**src/rtl/gtb_pkg.sv**
```systemverilog
package gtb_pkg;
    localparam int CNT_W  = 32;
    localparam int HALF_W = CNT_W / 2;
    localparam int PRE_W  = 6;
    localparam int POST_W = 4;

    typedef struct packed {
        logic [CNT_W-1:0] cnt;
        logic             match;
    } cnt_state_t;

    typedef struct packed {
        logic [PRE_W-1:0] phase;
    } pre_state_t;

    typedef struct packed {
        logic [POST_W-1:0] tally;
        logic              pulse;
    } post_state_t;
endpackage

```
**src/rtl/gtb_tick_src.sv**
```systemverilog
module gtb_tick_src #(
    parameter int NUM_EXT  = 3,
    parameter int NUM_GATE = 4,
    localparam int SEL_W   = $clog2(NUM_EXT + 1),
    localparam int GSEL_W  = (NUM_GATE > 1) ? $clog2(NUM_GATE) : 1
) (
    input  logic                clk,
    input  logic                rst_n,
    input  logic [SEL_W-1:0]    clk_sel,
    input  logic [NUM_EXT-1:0]  ext_clk,
    input  logic                gate_en,
    input  logic [GSEL_W-1:0]   gate_sel,
    input  logic [NUM_GATE-1:0] gate_src,
    output logic                raw_tick
);
    typedef struct packed {
        logic [NUM_EXT-1:0] smp;
        logic [NUM_EXT-1:0] prev;
    } edge_state_t;

    edge_state_t st_d, st_q;
    logic [NUM_EXT-1:0] rise;
    logic src_tick, gate_ok;

    always_comb begin
        st_d.smp  = ext_clk;
        st_d.prev = st_q.smp;
        rise      = st_q.smp & ~st_q.prev;
        src_tick  = (clk_sel == '0);
        for (int i = 0; i < NUM_EXT; i++) begin
            if (clk_sel == SEL_W'(i + 1)) src_tick = rise[i];
        end
        gate_ok = 1'b1;
        if (gate_en) begin
            gate_ok = 1'b0;
            for (int g = 0; g < NUM_GATE; g++) begin
                if (gate_sel == GSEL_W'(g)) gate_ok = gate_src[g];
            end
        end
        raw_tick = src_tick & gate_ok;
    end

    always_ff @(posedge clk) begin
        if (!rst_n) st_q <= '0;
        else        st_q <= st_d;
    end
endmodule

```
**src/rtl/gtb_prescaler.sv**
```systemverilog
module gtb_prescaler
    import gtb_pkg::*;
(
    input  logic       clk,
    input  logic       rst_n,
    input  logic       enable,
    input  logic       raw_tick,
    input  logic [1:0] pre_sel,
    output logic       adv
);
    pre_state_t st_d, st_q;
    logic [PRE_W-1:0] lim;

    always_comb begin
        lim  = (PRE_W'(1) << {pre_sel, 1'b0}) - PRE_W'(1);
        st_d = st_q;
        adv  = 1'b0;
        if (!enable) begin
            st_d.phase = '0;
        end else if (raw_tick) begin
            if (st_q.phase >= lim) begin
                st_d.phase = '0;
                adv        = 1'b1;
            end else begin
                st_d.phase = st_q.phase + PRE_W'(1);
            end
        end
    end

    always_ff @(posedge clk) begin
        if (!rst_n) st_q <= '0;
        else        st_q <= st_d;
    end

    // an advance restarts the divider phase
    assert_phase_restart_R3: assert property (@(posedge clk) disable iff (!rst_n)
        adv |=> (st_q.phase == '0));
endmodule

```
**src/rtl/gtb_postscaler.sv**
```systemverilog
module gtb_postscaler
    import gtb_pkg::*;
(
    input  logic              clk,
    input  logic              rst_n,
    input  logic              match_in,
    input  logic [POST_W-1:0] post_sel,
    output logic              pulse
);
    post_state_t st_d, st_q;

    always_comb begin
        st_d       = st_q;
        st_d.pulse = 1'b0;
        if (match_in) begin
            if (st_q.tally >= post_sel) begin
                st_d.tally = '0;
                st_d.pulse = 1'b1;
            end else begin
                st_d.tally = st_q.tally + POST_W'(1);
            end
        end
    end

    always_ff @(posedge clk) begin
        if (!rst_n) st_q <= '0;
        else        st_q <= st_d;
    end

    assign pulse = st_q.pulse;

    // every issued pulse leaves the tally restarted
    assert_tally_cleared_R8: assert property (@(posedge clk) disable iff (!rst_n)
        st_q.pulse |-> (st_q.tally == '0));
endmodule

```
**src/rtl/gated_timebase.sv**
```systemverilog
module gated_timebase
    import gtb_pkg::*;
#(
    parameter int NUM_EXT  = 3,
    parameter int NUM_GATE = 4
) (
    input  logic                 clk,
    input  logic                 rst_n,
    input  logic                 enable,
    input  logic                 mode32,
    input  logic [1:0]           clk_sel,
    input  logic [NUM_EXT-1:0]   ext_clk,
    input  logic [1:0]           pre_sel,
    input  logic                 gate_en,
    input  logic [1:0]           gate_sel,
    input  logic [NUM_GATE-1:0]  gate_src,
    input  logic [CNT_W-1:0]     period,
    input  logic [POST_W-1:0]    post_sel,
    input  logic [1:0]           sync_sel,
    input  logic                 alt_sync_in,
    input  logic                 aux_sync_in,
    output logic [CNT_W-1:0]     count,
    output logic                 match_evt,
    output logic                 irq_pulse,
    output logic                 evt_trig,
    output logic                 adc_trig,
    output logic                 sync_out
);
    logic raw_tick, adv, hit, post_pulse;
    logic [CNT_W-1:0] cnt_eff, per_eff, cnt_inc;
    cnt_state_t st_d, st_q;

    gtb_tick_src #(.NUM_EXT(NUM_EXT), .NUM_GATE(NUM_GATE)) u_src (
        .clk(clk), .rst_n(rst_n), .clk_sel(clk_sel), .ext_clk(ext_clk),
        .gate_en(gate_en), .gate_sel(gate_sel), .gate_src(gate_src),
        .raw_tick(raw_tick)
    );

    gtb_prescaler u_pre (
        .clk(clk), .rst_n(rst_n), .enable(enable), .raw_tick(raw_tick),
        .pre_sel(pre_sel), .adv(adv)
    );

    always_comb begin
        cnt_eff = mode32 ? st_q.cnt : {{HALF_W{1'b0}}, st_q.cnt[HALF_W-1:0]};
        per_eff = mode32 ? period   : {{HALF_W{1'b0}}, period[HALF_W-1:0]};
        cnt_inc = cnt_eff + CNT_W'(1);
        if (!mode32) cnt_inc[CNT_W-1:HALF_W] = '0;
        hit        = adv && (cnt_eff == per_eff);
        st_d.cnt   = cnt_eff;
        st_d.match = 1'b0;
        if (adv) begin
            if (hit) begin
                st_d.cnt   = '0;
                st_d.match = 1'b1;
            end else begin
                st_d.cnt = cnt_inc;
            end
        end
    end

    always_ff @(posedge clk) begin
        if (!rst_n) st_q <= '0;
        else        st_q <= st_d;
    end

    gtb_postscaler u_post (
        .clk(clk), .rst_n(rst_n), .match_in(hit), .post_sel(post_sel),
        .pulse(post_pulse)
    );

    always_comb begin
        unique case (sync_sel)
            2'd0:    sync_out = st_q.match;
            2'd1:    sync_out = alt_sync_in;
            2'd2:    sync_out = aux_sync_in;
            default: sync_out = 1'b0;
        endcase
    end

    assign count     = st_q.cnt;
    assign match_evt = st_q.match;
    assign irq_pulse = post_pulse;
    assign evt_trig  = post_pulse;
    assign adc_trig  = st_q.match;

    // a match always shows a wrapped counter
    assert_wrap_on_match_R2: assert property (@(posedge clk) disable iff (!rst_n)
        match_evt |-> (count == '0));
    // 16-bit mode keeps the upper half clear
    assert_upper_clear_R4: assert property (@(posedge clk) disable iff (!rst_n)
        $past(!mode32) |-> (count[CNT_W-1:HALF_W] == '0));
    // no advance means the counter holds
    assert_hold_no_tick_R6: assert property (@(posedge clk) disable iff (!rst_n)
        (!adv && (mode32 || count[CNT_W-1:HALF_W] == '0)) |=> $stable(count));
    // postscaled pulse only coincides with a match
    assert_pulse_on_match_R8: assert property (@(posedge clk) disable iff (!rst_n)
        irq_pulse |-> match_evt);
endmodule

```
**config.mk**
```make
export PLATFORM = sky130hd
export DESIGN_NAME = gated_timebase
export DESIGN_NICKNAME = d
export VERILOG_FILES = /design/src/rtl/gtb_pkg.sv /design/src/rtl/gtb_tick_src.sv /design/src/rtl/gtb_prescaler.sv /design/src/rtl/gtb_postscaler.sv /design/src/rtl/gated_timebase.sv
export SDC_FILE = /design/constraint.sdc
export NUM_CORES = 1
export LEC_CHECK = 0
export ABC_CLOCK_PERIOD_IN_PS = 4000
export BUFFER_PORTS_ARGS = -buffer_cell sky130_fd_sc_hd__buf_2
export CAP_MARGIN = 20
export CORE_MARGIN = 2
export CORE_UTILIZATION = 26
export CTS_BUF_LIST = sky130_fd_sc_hd__clkbuf_16
export DETAILED_ROUTE_END_ITERATION = 6
export PLACE_DENSITY = 0.51
export SYNTH_ARGS = -nofsm -noshare
export SYNTH_HDL_FRONTEND = slang
export SYNTH_HIERARCHICAL = 1
export SYNTH_SLANG_ARGS = --single-unit
```
**constraint.sdc**
```tcl
create_clock -name clk -period 4 [get_ports clk]
set_clock_uncertainty 0.2 [all_clocks]
set_input_delay 0 -clock clk [delete_from_list [all_inputs] [get_ports clk]]
set_output_delay 0 -clock clk [all_outputs]
set_load 0.02 [all_outputs]
```
==> flow_metrics.py <==
metrics = {
    "power": {
        "intPower_uw": 796,
        "power_switching_uw": 261,
        "switching_share_pct": 24.7,
        "p_seq_share_pct": 48.0,
        "p_comb_share_pct": 10.9,
        "p_per_area_nw_per_um2": 258,
        "p_clk_share_pct": 41.1,
        "p_leak_uw": 0.00188,
        "peakVddDrop_mv": 0.132,
    },
    "sta": {
        "rsz0062_at_grt": "false",
        "finalSetupViolations": 0,
        "worst_pin_slew_ns": 0.688,
        "clock.fmax_ghz": 0.306,
        "hold_viol": 0,
        "fin_setup_tns_ns": 0,
        "finalCritPeriodShare_pct": 81.8,
        "slew_headroom_pct": 54.1,
        "fin_crit_ns": 3.27,
        "drv_slew": 0,
    },
    "detailed_routing": {
        "routed_via_density": 4.66,
        "drt_first_pass_iters": 4,
        "wl_um": 8730,
        "wl_per_cell_um": 13.6,
        "drc": 0,
        "vias": 2985,
        "detail-route-antenna-nets": 0,
        "drt_iter0_drc": 115,
    },
    "global_route": {
        "grt_max_degree": 22,
        "antenna_found_initial": 0,
        "grt-ovfl-total": 0,
        "grt_pass1_vias": 2712,
        "grt_pass1_wl_um": 13900,
        "grt.total_usage_pct": 13.0,
    },
    "synth": {
        "synth_warnings": 6,
        "synth.area.top_cells": "dfxtp_1 31%, xor2_1 10%, ha_1 5.0%, and2_1 4.4%, nand2_1 3.4%",
        "synth_cell_type_count": 62,
        "synth_nets": 440,
        "synth-seq-cells": 50,
        "ys_seq_area_share_pct": 30.5,
        "syn_area_per_cell_um2": 8.89,
        "yosysTopAreaCellShare_pct": 30.5,
        "yosysMostFrequentCell": "dfxtp_1",
        "synth_common_cells": "50 x dfxtp_1, 39 x xor2_1, 30 x nand2_1",
        "netlist_instances": 369,
        "async_flop_share_pct": 0,
        "synth_top_area_cell": "dfxtp_1",
        "synthFlopType": "dfxtp_1",
        "synth_area_um2": 3280,
        "synth_edf_count": 0,
    },
    "cts": {
        "cts_sinks": 50,
        "cts_setup_buffers": 0,
        "clk_pin_slew_worst_paths_ns": 0.07,
        "cts_tree": "done",
        "cts_resized": 0,
        "cts_made_buffers": 5,
        "ctsHoldBuffers": 9,
        "cts_buffer_depth": 2,
        "root_buffer": "clkbuf_16",
        "worstSkewPairLatency_ns": 0.29,
        "htreeDepth": 2,
    },
    "setup_path": {
        "cp-end-kind": "register",
        "crit_required_ns": 4.03,
        "crit_type": "reg2reg",
        "crit_arrival_ns": 3.31,
        "critPathMaxFanout": 19,
        "cp-start-kind": "register",
    },
    "placement": {
        "gp_congestion": 0.800,
        "hpwl_um": 6690,
        "place_area_um2": 3870,
        "io_buffer_count": 94,
        "place_inst": 623,
    },
    "layout": {
        "final_area_um2": 4100,
        "fillers": 1305,
        "final_cells": 640,
        "diodes": 0,
        "register_area_um2": 1000,
        "drive_gt1_share_pct": 27.4,
        "fin_util_pct": 32.9,
        "multi_input_area_um2": 2120,
        "nNetsFinal": 538,
        "syn2layout_area_growth_pct": 25.1,
    },
    "job": {
        "drv_cap": 0,
    },
    "floorplan": {
        "start_util_pct": 26.3,
        "dieArea_um2": 13500,
        "die_x_um": 116,
        "io_pins": 95,
        "die_y_um": 116,
        "core-area_um2": 12500,
        "rows": 41,
    },
    "outcome": {
        "outcome": "finished clean",
    },
    "worst_hold_path": {
        "min_path_type": "in2out",
    },
}
power groups by stage:
stage / clock network (uW) / logic, uW / registers (uW)
after detailed placement: 0 / 109 / 519
after global routing: 473 / 129 / 508
after CTS: 453 / 117 / 507
after floorplan: 0 / 62.3 / 520
after global placement: 0 / 108 / 519
final: 435 / 115 / 507
critical path: stages (launching register included):
cell and delay (ns):
dfxtp_1 0.29, nand2b_1 0.13, a21oi_1 0.15, o32a_1 0.42, nand3_4 0.14, o31ai_4 0.39
and2_1 0.19, buf_4 0.23, inv_1 0.23, or4_1 0.56, a21oi_1 0.16, a31o_2 0.11
metal layers:
metal | routed length [um] | vias to the layer above | GRT usage, %
met5 | 0 | - | 0
met4 | 46 | 0 | 2.38
met3 | 374 | 4 | 2.59
met2 | 4070 | 70 | 21.4
met1 | 4240 | 1396 | 17.7
li1 | - | 1515 | -
cell families (layout without fill, tap and decap cells):
kind of cell / count (synthesis) / in the layout / share of synthesized area, %
flip-flops: 50 / 50 / 30.5
AO/OA/AOI/OAI: 59 / 59 / 14.7
multiplexers: 3 / 3 / 1.30
AND/OR/NAND/NOR: 168 / 168 / 30.2
buffers and inverters: 26 / 125 / 5.00
XOR/XNOR: 50 / 50 / 13.3
adder cells (fa/ha/maj): 13 / 13 / 4.96
final cells by class:
class	instances	area share, %
multi-input cells	293	51.6
inverters	11	1.01
well taps	172	5.24
repair buffers	106	14.2
flip-flops and latches	50	24.4
clock buffers	5	3.05
clock inverters	3	0.549
flip-flops by register name (all words and copies together) (netlist names):
name and cells:
count 32, u_pre/st_q 6, u_post/st_q 4, u_src/st_d 3, u_src/st_q 3, adc_trig 1, u_post/pulse 1
final timing paths:
path | from | endpoint | slack [ns] | cells after the start
hold / removal | sync_sel[0] | sync_out | 0.11 | 3
setup reg to reg | u_src/st_q[1]$_SDFF_PN0_ | count[19]$_SDFF_PN0_ | 0.73 | 11
setup / recovery | u_src/st_q[1]$_SDFF_PN0_ | count[19]$_SDFF_PN0_ | 0.73 | 11
hold reg to reg | u_src/st_d[0]$_SDFF_PN0_ | u_src/st_q[0]$_SDFF_PN0_ | 0.26 | 1
per-stage QoR:
step                hold slack [ns]  power (uW)  setup WS, ns
finish                        0.106        1060         0.727
CTS                           0.106        1080         0.733
detailed placement           0.0109         628         0.774
global route                  0.158        1110         0.452
floorplan                   -0.0839         583          1.20
global placement            0.00250         626         0.862
placed cells by master, fill, tap and decap left out, types with 11 or more instances in the layout:
master / n
buf_2: 94
xor2_1: 39
xnor2_1: 11
nor2_1: 19
and2_1: 23
dfxtp_1: 50
nand2_1: 30
ha_1: 13
a21oi_1: 11
nor3_1: 12
inv_1: 11
nand3_1: 15
Power figures use the tool's default switching activity.
